[src/rtl/dma_agen_pkg.sv]
package dma_agen_pkg;
  localparam int unsigned ADDR_W = 32;
  localparam int unsigned STEP_W = 8;
  localparam int unsigned MASK_W = 24;
  localparam int unsigned FREE_W = 4;
endpackage

[src/rtl/dma_agen_step.sv]
// Sign-extended step added over the wrap window; carry out is dropped.
module dma_agen_step #(
  parameter int unsigned SPAN_W = 28,
  parameter int unsigned STEP_W = 8
) (
  input  logic [SPAN_W-1:0] base_i,
  input  logic [STEP_W-1:0] step_i,
  output logic [SPAN_W-1:0] sum_o
);
  logic [SPAN_W-1:0] step_ext;
  assign step_ext = {{(SPAN_W-STEP_W){step_i[STEP_W-1]}}, step_i};
  assign sum_o    = base_i + step_ext;
endmodule

[src/rtl/dma_agen_merge.sv]
// Restore held bits from the old address; low FREE_W bits always follow the sum.
module dma_agen_merge #(
  parameter int unsigned MASK_W = 24,
  parameter int unsigned FREE_W = 4,
  localparam int unsigned SPAN_W = MASK_W + FREE_W
) (
  input  logic [SPAN_W-1:0] sum_i,
  input  logic [SPAN_W-1:0] old_i,
  input  logic [MASK_W-1:0] mask_i,
  output logic [SPAN_W-1:0] next_o
);
  assign next_o[FREE_W-1:0] = sum_i[FREE_W-1:0];
  for (genvar i = 0; i < MASK_W; i++) begin : g_bit
    assign next_o[FREE_W+i] = mask_i[i] ? old_i[FREE_W+i] : sum_i[FREE_W+i];
  end
endmodule

[src/rtl/dma_agen.sv]
module dma_agen
  import dma_agen_pkg::*;
#(
  parameter int unsigned AW = ADDR_W,
  parameter int unsigned SW = STEP_W,
  parameter int unsigned MW = MASK_W,
  parameter int unsigned FW = FREE_W,
  localparam int unsigned SPAN_W = MW + FW,
  localparam int unsigned TOP_W  = AW - SPAN_W
) (
  input  logic          clk_i,
  input  logic          rst_ni,
  input  logic          load_i,
  input  logic [AW-1:0] start_addr_i,
  input  logic          adv_i,
  input  logic [SW-1:0] step_i,
  input  logic [MW-1:0] mask_i,
  output logic [AW-1:0] addr_o,
  output logic          valid_o
);
  logic [AW-1:0]     addr_q;
  logic              valid_q;
  logic [SPAN_W-1:0] sum;
  logic [SPAN_W-1:0] next_span;

  dma_agen_step #(.SPAN_W(SPAN_W), .STEP_W(SW)) u_step (
    .base_i (addr_q[SPAN_W-1:0]),
    .step_i (step_i),
    .sum_o  (sum)
  );

  dma_agen_merge #(.MASK_W(MW), .FREE_W(FW)) u_merge (
    .sum_i  (sum),
    .old_i  (addr_q[SPAN_W-1:0]),
    .mask_i (mask_i),
    .next_o (next_span)
  );

  always_ff @(posedge clk_i or negedge rst_ni) begin
    if (!rst_ni) begin
      addr_q  <= '0;
      valid_q <= 1'b0;
    end else if (load_i) begin
      addr_q  <= start_addr_i;
      valid_q <= 1'b1;
    end else if (adv_i) begin
      addr_q[SPAN_W-1:0] <= next_span;
    end
  end

  assign addr_o  = addr_q;
  assign valid_o = valid_q;


  load_take_chk: assert property (@(posedge clk_i) disable iff (!rst_ni)
    load_i |=> (addr_o == $past(start_addr_i)) && valid_o);


  valid_sticky_chk: assert property (@(posedge clk_i) disable iff (!rst_ni)
    valid_o |=> valid_o);


  top_hold_chk: assert property (@(posedge clk_i) disable iff (!rst_ni)
    !load_i |=> addr_o[AW-1:AW-TOP_W] == $past(addr_o[AW-1:AW-TOP_W]));


  mask_hold_chk: assert property (@(posedge clk_i) disable iff (!rst_ni)
    (adv_i && !load_i) |=>
      (((addr_o[SPAN_W-1:FW] ^ $past(addr_o[SPAN_W-1:FW])) & $past(mask_i)) == '0));


  zero_step_chk: assert property (@(posedge clk_i) disable iff (!rst_ni)
    (adv_i && !load_i && step_i == '0) |=> $stable(addr_o));


  idle_hold_chk: assert property (@(posedge clk_i) disable iff (!rst_ni)
    (!adv_i && !load_i) |=> $stable(addr_o));
endmodule

[config.mk]
export PLATFORM = sky130hd
export DESIGN_NAME = dma_agen
export DESIGN_NICKNAME = d
export VERILOG_FILES = /design/src/rtl/dma_agen_pkg.sv /design/src/rtl/dma_agen_step.sv /design/src/rtl/dma_agen_merge.sv /design/src/rtl/dma_agen.sv
export SDC_FILE = /design/constraint.sdc
export NUM_CORES = 1
export LEC_CHECK = 0
export ABC_AREA = 1
export ABC_CLOCK_PERIOD_IN_PS = 2600
export BUFFER_PORTS_ARGS = -buffer_cell sky130_fd_sc_hd__buf_4
export CAP_MARGIN = 15
export CORE_UTILIZATION = 30
export CTS_BUF_LIST = sky130_fd_sc_hd__clkbuf_16
export DETAILED_ROUTE_END_ITERATION = 12
export SYNTH_ARGS = -nofsm -noshare
export SYNTH_HDL_FRONTEND = slang
export SYNTH_HIERARCHICAL = 1
export SYNTH_SLANG_ARGS = --single-unit
[constraint.sdc]
create_clock -name clk_i -period 2.6 [get_ports clk_i]
set_input_delay 0.26 -clock clk_i [delete_from_list [all_inputs] [get_ports clk_i]]
set_output_delay 0.26 -clock clk_i [all_outputs]
set_load 0.1 [all_outputs]
==> flow_summary_export.csv <==
group,metric,value,unit
timing,final_hold_violations,0,
layout,area_delta_synth_final,23.0,%
place,place_ws,346,ps
power_and_ir_drop,internal_power,0.00143,W
routing,firstDrtPassIters,4,
power_and_ir_drop,comb_power_share,58.1,%
timing,post-route-period-util,89.2,%
layout,multi_input_area,2730,sq um
synthesis,synth_enable_flop_cells,0,
floorplan,design.core.area,13300,sq um
place,dpl-instance-area,4930,sq um
power_and_ir_drop,ir_drop,0.312,mV
setup_path,critical_path.top_delay_family,"adder cells",
global_route,grt_pass1_vias,4094,
synthesis,ys_top_cells_by_area,"sky130_fd_sc_hd__nand2_1 (28%), sky130_fd_sc_hd__dfrtp_1 (20%), sky130_fd_sc_hd__nand3_2 (10%), sky130_fd_sc_hd__inv_1 (9.6%), sky130_fd_sc_hd__ha_1 (8.2%)",
layout,final_net_count,862,
synthesis,synth_area_leader_cell,"sky130_fd_sc_hd__nand2_1",
setup_path,path_buf_inv,0,
synthesis,synth-seq-area-share,20.0,%
power_and_ir_drop,seqPwrFrac,22.2,%
floorplan,initial_core_util,30.9,%
job,cap_viol_max_count,0,
synthesis,share_of_yosys_cell_area_claimed_by_the_top_area_cell_type,28.1,%
layout,fillCellCount,1474,
setup_path,cell_mode_on_critical_path,"sky130_fd_sc_hd__nand2_1",
layout,antennaDiodeCount,0,
global_route,grt_max_degree,36,
setup_path,worst_path_cell_trace,"ha_1 -> fa_1 -> nand2_1 -> nand3_1 -> nand3_1 -> nand2_2 -> a21oi_1 -> xnor2_1 -> nand2_1 -> nand2_1 -> nand3_2 -> nand3_2",
clock_network,worstSkewPairLatency,280,ps
setup_path,r2r_setup_slack,280,ps
layout,stdcell_area,5070,sq um
routing,wl_per_cell,12.6,um
synthesis,postSynth.asyncResetShare,100,%
routing,iteration_0_drc_markers,194,
timing,finalSetupViolCount,0,
global_route,grt_first_pass_wirelength,20300,um
timing,layout_min_cycle_time,2320,ps
setup_path,crit_start,"addr_o[0]",
timing,finalClockSkew,3.26,ps
timing,timing.final.ws_setup,281,ps
routing,drtAntennaViolNets,0,
clock_network,htree_num_levels,2,
power_and_ir_drop,total_switching_power,0.00150,W
timing,timing_worst_slew_pin_value,504,ps
routing,via_count,4200,
global_route,number_of_antenna_violations_at_the_first_check_in_global_routing,0,
routing,postRouteWirelength,11900,um
clock_network,cts_root_buffer,"sky130_fd_sc_hd__clkbuf_16",
routing,avgViaCountPerCell,4.46,
setup_path,worstSetupEndpointType,"register",
global_route,globalRouteOverflowTotal,0,
timing,timing.slew.headroom,66.4,%
clock_network,cts_tree,"built",
floorplan,dieWidth,119,um
synthesis,avgSynthCellArea,6.13,sq um
routing,drc,0,
clock_network,clock_tree.buffer_depth,2,
place,dp_hpwl,9160,um
floorplan,die_y,119,um
place,place.gp.congestion,0.883,
setup_path,critical_path_cell_count,12,
setup_path,timing.critical_path.to,"addr_o[16]",
setup_path,crit_arrival,2540,ps
setup_path,startpoint_type_of_the_worst_setup_path,"register",
setup_path,reg2reg_depth,12,
setup_path,timing_worst_setup_path_type,"register to register",
setup_path,crit_required,2820,ps
layout,share_of_final_layout_standard_cells_stronger_than_drive_strength_1,21.4,%
power_and_ir_drop,switching_share,51.3,%
floorplan,placement_rows,42,
synthesis,synth_cells,673,
timing,setup_repair_after_global_routing_missed_its_margin,"no",
clock_network,numClockSinks,33,
clock_network,post_cts.resized_instances,0,
synthesis,synth_top_flop_cell,"sky130_fd_sc_hd__dfrtp_1",
power_and_ir_drop,static-leakage-power,3.03,nW
setup_path,worst_r2r_startpoint,"addr_o[0]",
synthesis,yosysWarnings,6,
timing,tns,0,ps
timing,report.final.slew_viol_count,0,
outcome,outcome,"completed",
global_route,global_route.usage.total,17.8,%
synthesis,synthDistinctLibCells,32,
clock_network,clk_transition_reported_paths,60,ps
place,portBuffers,100,
floorplan,design.die.area,14200,sq um
power_and_ir_drop,p_per_area,578,nW/um^2
synthesis,yosys-top-cells-count,"sky130_fd_sc_hd__nand2_1 (309), sky130_fd_sc_hd__inv_1 (105), sky130_fd_sc_hd__nand3_1 (42), sky130_fd_sc_hd__nand3_2 (42), sky130_fd_sc_hd__dfrtp_1 (33)",
synthesis,syn_area,4120,sq um
layout,finalNonFillerCells,942,
synthesis,mappedNetlistNets,769,
clock_network,cts_made_buffers,5,
setup_path,crit_path_max_fanout,4,
floorplan,io-pin-count,101,
setup_path,crit_path_max_incr_delay,480,ps
synthesis,most_common_cell_in_the_netlist,"sky130_fd_sc_hd__nand2_1",
timing,max_freq,431,MHz
setup_path,slowest_stage,"sky130_fd_sc_hd__fa_1",
synthesis,synth.ff_latch_count,33,
setup_path,critical_path.reg2reg.endpoint,"addr_o[16]",
place,dp.cells,934,
min_path,min-delay-path-class,"primary input to register",
layout,final-seq-area,826,sq um
power_and_ir_drop,p_clk_share,19.7,%
## cell usage in the layout, fill, tap and decap left out, types with 6 or more instances in the layout
| cell | count |
|---|---|
| sky130_fd_sc_hd__a21oi_1 | 18 |
| sky130_fd_sc_hd__buf_4 | 101 |
| sky130_fd_sc_hd__dfrtp_1 | 33 |
| sky130_fd_sc_hd__ha_1 | 27 |
| sky130_fd_sc_hd__inv_1 | 106 |
| sky130_fd_sc_hd__nand2_1 | 309 |
| sky130_fd_sc_hd__nand2_2 | 6 |
| sky130_fd_sc_hd__nand3_1 | 42 |
| sky130_fd_sc_hd__nand3_2 | 42 |
| sky130_fd_sc_hd__nand4_1 | 7 |
| sky130_fd_sc_hd__nor2_1 | 31 |
| sky130_fd_sc_hd__xor2_1 | 11 |
## worst min path at each step
stage               depth (start not counted)  slack (ps)              from    endpoint
CTS                                         3         170  start_addr_i[28]  addr_o[28]
detailed placement                          1         260            rst_ni  addr_o[23]
global placement                            1         260            rst_ni  addr_o[28]
floorplan                                   0         -40            rst_ni   addr_o[0]
finish                                      3         170  start_addr_i[29]  addr_o[29]
global route                                3         170  start_addr_i[28]  addr_o[28]
## power by group through the flow
stage / registers (W) / clock network [W] / logic [W]
floorplan: 0.00110 / 0 / 0.000866
global placement: 0.000660 / 0 / 0.00170
detailed placement: 0.000660 / 0 / 0.00170
CTS: 0.000651 / 0.000598 / 0.00171
global route: 0.000661 / 0.000614 / 0.00188
finish: 0.000650 / 0.000578 / 0.00170
## metal layers
metal  global-route usage (%)  up-vias  routed length, um
li1                         -     2250                  -
met1                     24.2     1835               5800
met2                     29.0      103               5360
met3                     2.73       12                556
met4                     4.91        0                197
met5                        0        -                  0
## stage by stage
step	total power (W)	hold slack (ps)	util (%)
floorplan	0.00196	-35.6	-
CTS	0.00296	165	38.0
global placement	0.00236	259	36.9
finish	0.00293	170	38.0
global route	0.00316	174	38.0
detailed placement	0.00236	263	36.9
## final cells by class
| cell class | instances | area share (%) |
|---|---|---|
| clock buffers | 5 | 2.47 |
| clock inverters | 2 | 0.148 |
| inverters | 106 | 7.85 |
| multi-input cells | 518 | 53.8 |
| flip-flops and latches | 33 | 16.3 |
| well taps | 176 | 4.34 |
| repair buffers | 102 | 15.1 |
## what timing repair did
action | CTS | global route
hold endpoints to repair | 33 | 0
hold buffers | 1 | 0
setup buffers | 0 | 0
## kinds of logic (layout without fill, tap and decap cells)
kind of cell,Yosys count,after routing,share of synthesized area (%)
DFF,33,33,20.0
adders and majority gates,28,28,8.68
xor gates and xnor gates,16,16,3.40
and+or+nand+nor,453,453,51.4
buffers and inverters,122,215,13.9
AOI/OAI and AO/OA,21,21,2.64
## registers in the layout (all words and copies together), names as in the netlist
name / count
addr_o: 32
valid_o: 1
## worst min-delay path: stages
cell	delay [ps]
sky130_fd_sc_hd__buf_4	70
sky130_fd_sc_hd__nand2_1	40
sky130_fd_sc_hd__nand2_1	50
Power figures use the tool's default switching activity.
